## src/rtl/srg_pkg.sv

```systemverilog
package srg_pkg;
   typedef enum logic {
      FR_IDLE = 1'b0,
      FR_RUN  = 1'b1
   } frame_state_e;
endpackage

```

## src/rtl/srg_bitclk.sv

```systemverilog
module srg_bitclk #(
   parameter int DIV_W = 8
) (
   input  logic             clk,
   input  logic             rst_n,
   input  logic             run_req,
   input  logic [DIV_W-1:0] div,
   output logic             bit_clk,
   output logic             bit_stb,
   output logic             stb_next
);
   logic             run_q;
   logic [DIV_W-1:0] cnt_q;
   logic [DIV_W-1:0] cnt_d;
   logic [DIV_W-1:0] half_lim;
   logic             clk_d;

   assign half_lim = div >> 1;

   // counter restarts at zero on the first edge after a stopped generator
   always_comb begin
      cnt_d = '0;
      if (run_q && (cnt_q < div))
         cnt_d = cnt_q + 1'b1;
   end

   assign clk_d    = run_req && (cnt_d <= half_lim);
   assign stb_next = run_req && (cnt_d == '0);

   always_ff @(posedge clk or negedge rst_n) begin
      if (!rst_n) begin
         run_q   <= 1'b0;
         cnt_q   <= '0;
         bit_clk <= 1'b0;
         bit_stb <= 1'b0;
      end else begin
         run_q   <= run_req;
         cnt_q   <= run_req ? cnt_d : '0;
         bit_clk <= clk_d;
         bit_stb <= stb_next;
      end
   end
endmodule

```

## src/rtl/srg_framer.sv

```systemverilog
module srg_framer
   import srg_pkg::*;
#(
   parameter int PER_W = 12,
   parameter int WID_W = 8
) (
   input  logic             clk,
   input  logic             rst_n,
   input  logic             frame_en,
   input  logic             stb_next,
   input  logic [PER_W-1:0] per,
   input  logic [WID_W-1:0] wid,
   output logic             active
);
   frame_state_e     st_q;
   logic [PER_W-1:0] pos_q;
   logic [PER_W-1:0] pos_n;
   logic             in_pulse;

   assign pos_n = ((st_q == FR_IDLE) || (pos_q >= per)) ? '0 : pos_q + 1'b1;

   generate
      if (WID_W > PER_W) begin : g_wid_wide
         assign in_pulse = (|wid[WID_W-1:PER_W]) || (pos_n <= wid[PER_W-1:0]);
      end else begin : g_wid_narrow
         assign in_pulse = (pos_n <= PER_W'(wid));
      end
   endgenerate

   always_ff @(posedge clk or negedge rst_n) begin
      if (!rst_n) begin
         st_q   <= FR_IDLE;
         pos_q  <= '0;
         active <= 1'b0;
      end else if (!frame_en) begin
         st_q   <= FR_IDLE;
         pos_q  <= '0;
         active <= 1'b0;
      end else if (stb_next) begin
         st_q   <= FR_RUN;
         pos_q  <= pos_n;
         active <= in_pulse;
      end
   end
endmodule

```

## src/rtl/srg_gen.sv

```systemverilog
module srg_gen #(
   parameter int DIV_W = 8,
   parameter int PER_W = 12,
   parameter int WID_W = 8
) (
   input  logic             ref_clk,
   input  logic             rst_n,
   input  logic             gen_enable,
   input  logic             fs_enable,
   input  logic [DIV_W-1:0] clk_div,
   input  logic [PER_W-1:0] frame_len_m1,
   input  logic [WID_W-1:0] pulse_len_m1,
   input  logic             fs_active_low,
   output logic             bit_clk,
   output logic             bit_stb,
   output logic             frame_sync
);
   localparam int MAX_FRAME = 1 << PER_W;

   generate
      if (DIV_W < 1 || DIV_W > 16) begin : g_bad_div
         $error("srg_gen: DIV_W out of range");
      end
      if (PER_W < 2 || MAX_FRAME > 65536) begin : g_bad_per
         $error("srg_gen: PER_W out of range");
      end
      if (WID_W < 1 || WID_W > 16) begin : g_bad_wid
         $error("srg_gen: WID_W out of range");
      end
   endgenerate

   logic stb_next;
   logic fs_act;

   srg_bitclk #(.DIV_W(DIV_W)) u_bitclk (
      .clk      (ref_clk),
      .rst_n    (rst_n),
      .run_req  (gen_enable),
      .div      (clk_div),
      .bit_clk  (bit_clk),
      .bit_stb  (bit_stb),
      .stb_next (stb_next)
   );

   srg_framer #(.PER_W(PER_W), .WID_W(WID_W)) u_framer (
      .clk      (ref_clk),
      .rst_n    (rst_n),
      .frame_en (gen_enable && fs_enable),
      .stb_next (stb_next),
      .per      (frame_len_m1),
      .wid      (pulse_len_m1),
      .active   (fs_act)
   );

   assign frame_sync = fs_act ^ fs_active_low;
endmodule

```

## config.mk

```make
export PLATFORM = sky130hd
export DESIGN_NAME = srg_gen
export DESIGN_NICKNAME = d
export VERILOG_FILES = /design/src/rtl/srg_pkg.sv /design/src/rtl/srg_bitclk.sv /design/src/rtl/srg_framer.sv /design/src/rtl/srg_gen.sv
export SDC_FILE = /design/constraint.sdc
export NUM_CORES = 1
export LEC_CHECK = 0
export BUFFER_PORTS_ARGS = -buffer_cell sky130_fd_sc_hd__buf_4
export CORE_MARGIN = 5
export CORE_UTILIZATION = 55
export CTS_CLUSTER_SIZE = 14
export DETAILED_ROUTE_END_ITERATION = 10
export PLACE_DENSITY = 0.77
export SLEW_MARGIN = 25
export SYNTH_ARGS = -nofsm -noshare
export SYNTH_HDL_FRONTEND = slang
export SYNTH_SLANG_ARGS = --single-unit
```

## constraint.sdc

```tcl
create_clock -name ref_clk -period 3.67 [get_ports ref_clk]
set_input_delay 0.367 -clock ref_clk [delete_from_list [all_inputs] [get_ports ref_clk]]
set_output_delay 0.367 -clock ref_clk [all_outputs]
set_load 0.01 [all_outputs]
```

# ---- Word-level counts from Yosys, hierarchy flattened
# Index checks and enable logic that the tools add are counted.
dict set report classes {
  n_reduce_logical 6
  n_addsub 2
  muxes 9
  n_bitwise 2
  n_lt_le_gt_ge 4
  eq_ne 1
}
# op count
set op_table {}
lappend op_table {{12-bit two-way mux} 3}
lappend op_table {{8-bit two-way mux} 2}
lappend op_table {{12-bit by 1-bit adder with 12-bit output (second input constant)} 1}
lappend op_table {{12-bit >= comparator} 1}
lappend op_table {{12-bit by 8-bit <= comparator with 1-bit output} 1}
lappend op_table {{8-bit by 1-bit adder with 8-bit output (second input constant)} 1}
lappend op_table {{8-bit by 7-bit <= comparator with 1-bit output} 1}
lappend op_table {{8-bit logical NOT} 1}
lappend op_table {{8-bit < comparator} 1}
lappend op_table {{1-bit logical AND} 4}
lappend op_table {{1-bit two-way mux} 4}
lappend op_table {{2-bit inequality test (second input constant)} 1}
lappend op_table {{1-bit logical OR} 1}
lappend op_table {{1-bit inverter} 1}
lappend op_table {{1-bit XOR} 1}
dict set report word_totals {
  reg_bits 25
  output_inout_bits 3
  wordCells 31
}

# ---- Logic depth before layout (Yosys ltp)
# Gate-level depths: netlist of the first run.
dict set report depth {
  ltp_word 7
  ltp_mapped 15
  mapped_depth_nobuf 14
}

# ---- By module
# A second synthesis of the first run with hierarchy kept.
dict set report hier_totals {
  hier_cells 289
  area_unflattened_um2 2328.5
}
# module seq_area_each_um2 n_inst area_per_inst_um2 cells_per_inst
set by_module_without_submodules {}
lappend by_module_without_submodules {srg_framer 350.3 1 1423.9 185}
lappend by_module_without_submodules {srg_bitclk 275.3 1 889.6 102}
lappend by_module_without_submodules {srg_gen 0.0 1 15.0 2}

# ---- Worst setup path before layout of the first run
# Ideal clock, no wire load.
dict set report synth_path {
  path_kind {register to register}
  from {register u_framer.pos_q[2]}
  to {register u_framer.active}
  path_buffers 1
  required_time_ps 3587
  arrival_time_ps 2824
  path_stages_with_launch 15
  setup_slack_ps 763
  path_cell_list {dfrtp_1 ha_1 a211o_1 a31oi_1 o221ai_1 a21o_2 buf_4 nor2_1 ha_1 a21o_1 a2bb2oi_1 a21oi_1 o31ai_1 o2111ai_1 o21ai_0}
}
dict set report synth_between {
  elab_chain_len 6
}
# element line
set synth_rtl {}
lappend synth_rtl {{from (decl)} srg_framer.sv:16} ;# logic [PER_W-1:0] pos_q;
lappend synth_rtl {{from (signal assigned)} srg_framer.sv:41} ;# pos_q <= pos_n;
lappend synth_rtl {{12-bit >= comparator} srg_framer.sv:20} ;# assign pos_n = ((st_q == FR_IDLE) || (pos_q >= per)) ? '0 : pos_q + 1'b1;
lappend synth_rtl {{1-bit logical OR} srg_framer.sv:20}
lappend synth_rtl {{12-bit two-way mux *} srg_framer.sv:20}
lappend synth_rtl {{12-bit by 8-bit <= comparator with 1-bit output *} srg_framer.sv:26} ;# assign in_pulse = (pos_n <= PER_W'(wid));
lappend synth_rtl {{1-bit two-way mux *} srg_framer.sv:39} ;# end else if (stb_next) begin
lappend synth_rtl {{1-bit two-way mux *} srg_framer.sv:35} ;# end else if (!frame_en) begin
lappend synth_rtl {{to (signal assigned)} srg_framer.sv:42} ;# active <= in_pulse;
lappend synth_rtl {{to (decl)} srg_framer.sv:13} ;# output logic active
# Mark *: on every way between the ends. The rest lies on a longest branch, timed or not. The select of a mux whose other input is x is not followed.
# A chain may end at the register's enable or synchronous reset.

# ---- Worst setup path after layout of the first run
# Ends and elaborated chain as after synthesis.

==> results of run 1 <==
repair_timing:
item | in CTS | in global routing
endpoints found under the hold margin | 25 | 0
buffers inserted | 0 | 0
hold buffers | 1 | 0
state kept, by name, indices dropped and copies added (netlist names):
signal            count
u_framer.st_q         1
u_bitclk.run_q        1
u_bitclk.bit_stb      1
u_framer.pos_q       12
u_bitclk.cnt_q        8
u_bitclk.bit_clk      1
u_framer.active       1
final timing paths:
check / start / endpoint / slack (ns)
worst max-delay path: u_framer.pos_q[2] / u_framer.active / 0.26
worst min register to register: u_framer.st_q / u_framer.st_q / 0.53
min in group asynchronous: rst_n / u_framer.pos_q[0] / 0.54
max in group asynchronous: rst_n / u_framer.pos_q[11] / 2.89
worst max register to register: u_framer.pos_q[2] / u_framer.active / 0.26
worst min-delay path: gen_enable / u_bitclk.run_q / 0.27
worst max-delay path, cell delays in order, from the launching register on:
cell	delay [ns]
dfrtp_1	0.48
ha_1	0.33
a211o_1	0.25
a31oi_1	0.20
o221ai_1	0.22
a21o_2	0.38
nor2_1	0.16
ha_1	0.25
a21o_1	0.16
a2bb2oi_1	0.15
a21oi_1	0.09
o31ai_1	0.39
o2111ai_1	0.17
o21ai_0	0.11
per-layer routing:
layer	vias up	track usage (%)	wire [um]
li1	1095	-	-
met1	976	25.87	2524
met2	46	28.51	2433
met3	6	3.191	233
met4	0	5.420	78
met5	-	0	0
layout by cell type, fill, tap and decap left out, drive strengths merged, types with 3 or more instances in the layout:
cell type   n
inv        38
ha         36
buf        36
nor2       29
dfrtp      25
nand2      19
o21ai      16
xor2       10
a21oi      10
nand3       9
a32o        9
nor3        7
nand4       5
and4        5
nor2b       4
xnor2       4
a21o        4
or3         4
nand2b      3
a211oi      3
and2        3
clkbuf      3
a31oi       3
layout make-up:
| class | instances | area [sq um] |
|---|---|---|
| Multi-Input combinational cell | 213 | 1602 |
| Fill cell | 389 | 1563 |
| Sequential cell | 25 | 625.6 |
| Timing Repair Buffer | 37 | 280.3 |
| Inverter | 38 | 142.6 |
| Tap cell | 52 | 65.06 |
| Clock buffer | 3 | 41.29 |
| Clock inverter | 1 | 5.005 |
power groups by stage:
stage / clock, mW / combinational, mW / sequential, mW
after floorplan: 0 / 0.0642 / 0.287
after global placement: 0 / 0.111 / 0.289
after detailed placement: 0 / 0.114 / 0.289
after CTS: 0.167 / 0.116 / 0.283
after global routing: 0.180 / 0.129 / 0.284
final: 0.161 / 0.115 / 0.283
per-stage QoR:
step	std cells	setup WS, ns
4_1_cts	369	0.2802
2_1_floorplan	284	0.7633
5_1_grt	369	0.03053
3_5_place_dp	364	0.3070
6_report	369	0.2564
3_3_place_gp	364	0.3162
logic make-up after synthesis:
| group | Yosys count | share of synthesized area [%] |
|---|---|---|
| AO/OA/AOI/OAI | 65 | 20.98 |
| XOR/XNOR | 14 | 5.064 |
| AND/OR/NAND/NOR | 97 | 21.08 |
| multiplexers | 1 | 0.4135 |
| flip-flops | 25 | 25.84 |
| adder cells (fa/ha/maj) | 36 | 18.60 |
| buffers and inverters | 46 | 8.011 |
synth_stat cells (all sizes together), types with 2 or more instances:
| library cell | n | share of area, % |
|---|---|---|
| xnor2 | 4 | 1.4 |
| clkbuf | 3 | 0.47 |
| nor3 | 7 | 1.4 |
| o2111ai | 2 | 0.72 |
| nor2b | 4 | 1.0 |
| and2 | 3 | 0.78 |
| inv | 38 | 5.9 |
| nor3b | 2 | 0.62 |
| dfrtp | 25 | 26 |
| and3 | 2 | 0.52 |
| nand4 | 5 | 1.3 |
| a32o | 9 | 3.7 |
| a21o | 4 | 1.3 |
| a2111oi | 2 | 0.72 |
| ha | 36 | 19 |
| or3 | 4 | 1.2 |
| a211oi | 3 | 0.93 |
| a31oi | 3 | 1.0 |
| nand2b | 3 | 0.78 |
| a31o | 2 | 0.72 |
| o31ai | 2 | 0.62 |
| buf | 5 | 1.7 |
| nor2 | 29 | 4.5 |
| o32ai | 2 | 1.0 |
| a21oi | 10 | 2.5 |
| nand3 | 9 | 1.9 |
| nand2 | 19 | 2.9 |
| xor2 | 10 | 3.6 |
| and4 | 5 | 1.9 |
| o21ai | 16 | 3.9 |
==> metrics.md, run 1 <==
| Metric | Value |
|---|---|
| Status | `finished, final reports clean` |
| Root Buffer Master | `clkbuf_8` |
| CTS resizes | `0` |
| Pin count of the biggest net entering global routing | `26` |
| Ys async rst share | `between 90% and 100%` |
| Design Area, Final | `~0.0028 sq mm` |
| Mean Syn Cell Area | `about 8.5 sq um` |
| Antenna violations before repair | `0` |
| Die height | `roughly 76 um` |
| Post-DR wirelength/cell | `about 14 um` |
| Die Footprint | `~0.006 sq mm` |
| Via count | `approximately 2100` |
| Reg clk slew, reported paths | `approximately 0.090 ns` |
| Worst Hold Depth | `1` |
| Final wirelength | `around 5300 um` |
| HPWL after DPL | `4167 um` |
| Cell Int Power | `409.2 uW` |
| Leak Pwr | `1.387 nW` |
| Drt first-iter violations | `between 100 and 150` |
| Period utilisation layout | `93.01%` |
| Post-synth EDFFs | `0` |
| Data required, critical path | `~3.9 ns` |
| Die width | `~76 um` |
| Final Skew | `~0.0031 ns` |
| Final hold vios | `0` |
| Row Count | `24` |
| Comb pwr share | `between 20% and 30%` |
| Max-cap violations | `0` |
| VDD IR max | `0.0001730 V` |
| Avg Vias per Cell | `5.753` |
| Sw Share | `26.85%` |
| Clock Power Share | `28.9%` |
| RD Place Congestion | `0.9192` |
| GRT Total Usage | `a little under a fifth` |
| PD cells | `a little over 200 mW/mm^2` |
| Path depth of the worst reg2reg path | `13` |
| FMAX | `slightly below 300 MHz` |
| Main flop type after synthesis | `dfrtp_1` |
| H-tree Lvls | `1` |
| Cell Area, Synth | `0.002421 sq mm` |
| I/O Buffers | `35` |
| Initial core utilization | `between 50% and 60%` |
| Global-route wire length before repair | `just over 9000 um` |
| Vias in the first global route | `around 1900` |
| Critical path launch point type | `register` |
| Mapped Nets | `between 300 and 400` |
| GRT overflow | `0` |
| Crit path time final | `3.414 ns` |
| RSZ-0062 raised after global routing | `no` |
| Number of nets in the layout | `~390` |
| Flops & latches, synth | `25` |
| P&R area growth vs syn | `14.06%` |
| CP Capture Type | `register` |
| Cts bufs inserted | `3` |
| Share of total power in sequential cells | `between 50% and 60%` |
| Placed cell areas | `between 0.002 and 0.003 sq mm` |
| Synth Warn # | `0` |
| Register area share after synthesis | `25.84%` |
| Post-Route Utilization | `between 60% and 70%` |
| Clk_lat worst skew | `0.27 ns` |
| Post-synthesis instance total | `between 200 and 300` |
| CP Data Arrival Time | `3.60 ns` |
| Class of the worst hold path | `input port to register` |
| DRC viols | `0` |
| TritonRoute pass-1 iters | `5` |
| CP max FO | `16` |
| Core box area | `roughly 0.0043 sq mm` |
| Design Power | `559.4 uW` |
| Final TNS setup | `0 ns` |
| Final setup vio count | `0` |
| Sink Count | `25` |
| Antenna Cells | `0` |
| Clock Path Buffers | `2` |
| Final ANT Viol Nets | `0` |
| Max Slew Vio Count | `0` |
| Ports | `36` |
| Relative slew slack | `between 60% and 70%` |
| Slew of the pin with the lowest slew margin | `between 0.4 and 0.5 ns` |
| Layout cell share with drive strength beyond 1 | `17.67%` |
| Min Hold Slack | `approximately 0.27 ns` |
| Critical Setup Path Class | `register to register` |
| Synth unique cells | `between 50 and 60` |
| CTS tree | `built` |
| Net switching power | `around 150 uW` |
No activity file was read; power rests on OpenSTA's default activity.
==> inputs of run 2 (changes only) <==
Settings changed: CTS_CLUSTER_DIAMETER set to 150.
Clock period 3.67 ns to 4.4 ns, I/O delays scaled along.
==> run 2 against run 1 <==
  * Total power shrank 15%
  * Design area decreased by 0.14%
  * Count of clock-buffer cells in the layout rose by 1
  * Flip-flop and latch count unchanged
  * First-iteration DRC count up 41%
  * Setup slack improved by 0.83 ns
  * Via count rose by 1.4%
  * Fmax grew 3.0%
  * Register-to-register slack gained 0.83 ns
  * Highest routed layer unchanged
==> metrics.md, run 2 (same netlist as run 1, synthesis figures left out) <==
| Metric | Value |
|---|---|
| Status | `finished, final reports clean (unchanged)` |
| Fill count | `396 (was 389)` |
| Design Power | `472.8 uW (was 559.4 uW)` |
| Slew of the pin with the lowest slew margin | `0.4957 ns (was 0.4943 ns)` |
| Cts bufs inserted | `3 (unchanged)` |
| Final ANT Viol Nets | `0 (unchanged)` |
| Die Footprint | `0.005829 sq mm (unchanged)` |
| Final hold vios | `0 (unchanged)` |
| RSZ-0062 raised after global routing | `no (unchanged)` |
| FMAX | `301.7 MHz (was 292.9 MHz)` |
| Core box area | `0.004324 sq mm (unchanged)` |
| Vias in the first global route | `2067 (was 1914)` |
| Design Area, Final | `0.002758 sq mm (was 0.002761 sq mm)` |
| Met2 Routed Length | `2375 um (was 2433 um)` |
| Post-Route Utilization | `63.77% (was 63.86%)` |
| Via count | `2152 (was 2123)` |
| Initial core utilization | `55.99% (unchanged)` |
| Number of nets in the layout | `387 (unchanged)` |
| Antenna Cells | `0 (unchanged)` |
| H-tree Lvls | `1 (unchanged)` |
| Pre-CTS WS | `1.035 ns (was 0.3070 ns)` |
| Final setup vio count | `0 (unchanged)` |
| CP max FO | `16 (unchanged)` |
| Path depth of the worst reg2reg path | `13 (unchanged)` |
| Sink Count | `25 (unchanged)` |
| Critical path launch point type | `register (unchanged)` |
| Data required, critical path | `4.59 ns (was 3.86 ns)` |
| Setup ws final | `1.085 ns (was 0.2564 ns)` |
| RD Place Congestion | `0.9160 (was 0.9192)` |
| CP Data Arrival Time | `3.51 ns (was 3.60 ns)` |
| Clock Path Buffers | `2 (unchanged)` |
| Die height | `76.35 um (unchanged)` |
| Global-route wire length before repair | `9459 um (was 9066 um)` |
| Pin count of the biggest net entering global routing | `26 (unchanged)` |
| CP Capture Type | `register (unchanged)` |
| Drt first-iter violations | `148 (was 105)` |
| Avg Vias per Cell | `5.832 (was 5.753)` |
| Placed cell areas | `0.002713 sq mm (was 0.002705 sq mm)` |
| P&R area growth vs syn | `13.90% (was 14.06%)` |
| WL met1 | `2512 um (was 2524 um)` |
| GRT Total Usage | `19.02% (was 18.31%)` |
| Postcts setup bufs | `0 (unchanged)` |
| Largest registers | `u_framer.pos_q x12, u_bitclk.cnt_q x8 (unchanged)` |
| DRC viols | `0 (unchanged)` |
| Clk_lat worst skew | `0.27 ns (about the same)` |
| Final TNS setup | `0 ns (unchanged)` |
| Layout cell share with drive strength beyond 1 | `17.67% (unchanged)` |
| Period utilisation layout | `75.34% (was 93.01%)` |
| Reg clk slew, reported paths | `0.09 ns (about the same)` |
| Relative slew slack | `66.60% (was 66.70%)` |
| Max Slew Vio Count | `0 (unchanged)` |
| Multi-input gate area | `0.001602 sq mm (unchanged)` |
| Biggest register | `u_framer.pos_q (unchanged)` |
| GRT overflow | `0 (unchanged)` |
| Routed met3 length | `333 um (was 233 um)` |
| TritonRoute pass-1 iters | `4 (was 5)` |
| CTS tree | `built (unchanged)` |
| Post-DR wirelength/cell | `14.47 um (was 14.28 um)` |
| Commonest non-fill, non-tap cells in the layout | `inv_1, buf_4, ha_1 (was inv_1, ha_1, buf_4)` |
| Row Count | `24 (unchanged)` |
| HPWL after DPL | `4288 um (was 4167 um)` |
| Leak Pwr | `1.385 nW (was 1.387 nW)` |
| I/O Buffers | `35 (unchanged)` |
| PD cells | `171.5 mW/mm^2 (was 202.6 mW/mm^2)` |
| CTS resizes | `0 (unchanged)` |
| Ports | `36 (unchanged)` |
| Critical Setup Path Class | `register to register (unchanged)` |
| Die width | `76.35 um (unchanged)` |
| Max-cap violations | `0 (unchanged)` |
| Commonest non-fill, non-tap cell in the layout | `inv_1 (unchanged)` |
| Top routing layer used | `met4 (unchanged)` |
| Class of the worst hold path | `input port to async pin (was input port to register)` |
| Root Buffer Master | `clkbuf_8 (unchanged)` |
| # hold bufs at CTS | `0 (was 1)` |
| Final Skew | `0.003820 ns (was 0.003113 ns)` |
| Antenna violations before repair | `0 (unchanged)` |
| Crit path time final | `3.315 ns (was 3.414 ns)` |
| VDD IR max | `0.0001478 V (was 0.0001730 V)` |
| Max FFs per register | `12 (unchanged)` |
| Storage cell area | `625.6 sq um (unchanged)` |
| Final wirelength | `5340 um (was 5269 um)` |
==> run 2: worst max-delay path, stage by stage, from the launching register on <==
cell	delay (ns)
dfrtp_1	0.48
ha_1	0.33
a211o_1	0.25
a31oi_1	0.17
o221ai_1	0.21
a21o_2	0.38
nor2_1	0.16
ha_1	0.25
a21o_1	0.16
a2bb2oi_1	0.15
a21oi_1	0.08
o31ai_1	0.33
o2111ai_1	0.17
o21ai_0	0.11
==> run 2: path summary, 6_finish.rpt <==
check,start,to,slack [ns]
max,u_framer.pos_q[2],u_framer.active,1.08
min,rst_n,u_bitclk.bit_stb,0.06
max reg2reg,u_framer.pos_q[2],u_framer.active,1.08
min reg2reg,u_framer.st_q,u_framer.st_q,0.51
max in group asynchronous,rst_n,u_framer.pos_q[11],4.10
min in group ref_clk,gen_enable,u_bitclk.run_q,0.33
==> run 2: final cells by class <==
class	instances	area share (%)
clock buffers	4	1.633
inverters	38	5.172
multi-input cells	213	58.08
flip-flops and latches	25	22.69
well taps	52	2.359
repair buffers	37	10.07
==> run 2: metrics by stage <==
step           instances  hold WS (ns)
6_report             369       0.05998
5_1_grt              369       0.07992
4_1_cts              369       0.06862
3_5_place_dp         365        0.3665
3_3_place_gp         363        0.3657
2_1_floorplan        284        0.1444
==> run 2: report_power, final <==
part / internal, mW / switching, mW
clock: 0.0649 / 0.0749
sequential: 0.233 / 0.00344
combinational: 0.0456 / 0.0510
==> run 2: routing by layer <==
metal / GRT usage [%] / vias up
li1: - / 1088
met1: 26.36 / 991
met2: 29.54 / 59
met3: 4.255 / 14
met4: 5.594 / 0
met5: 0 / -
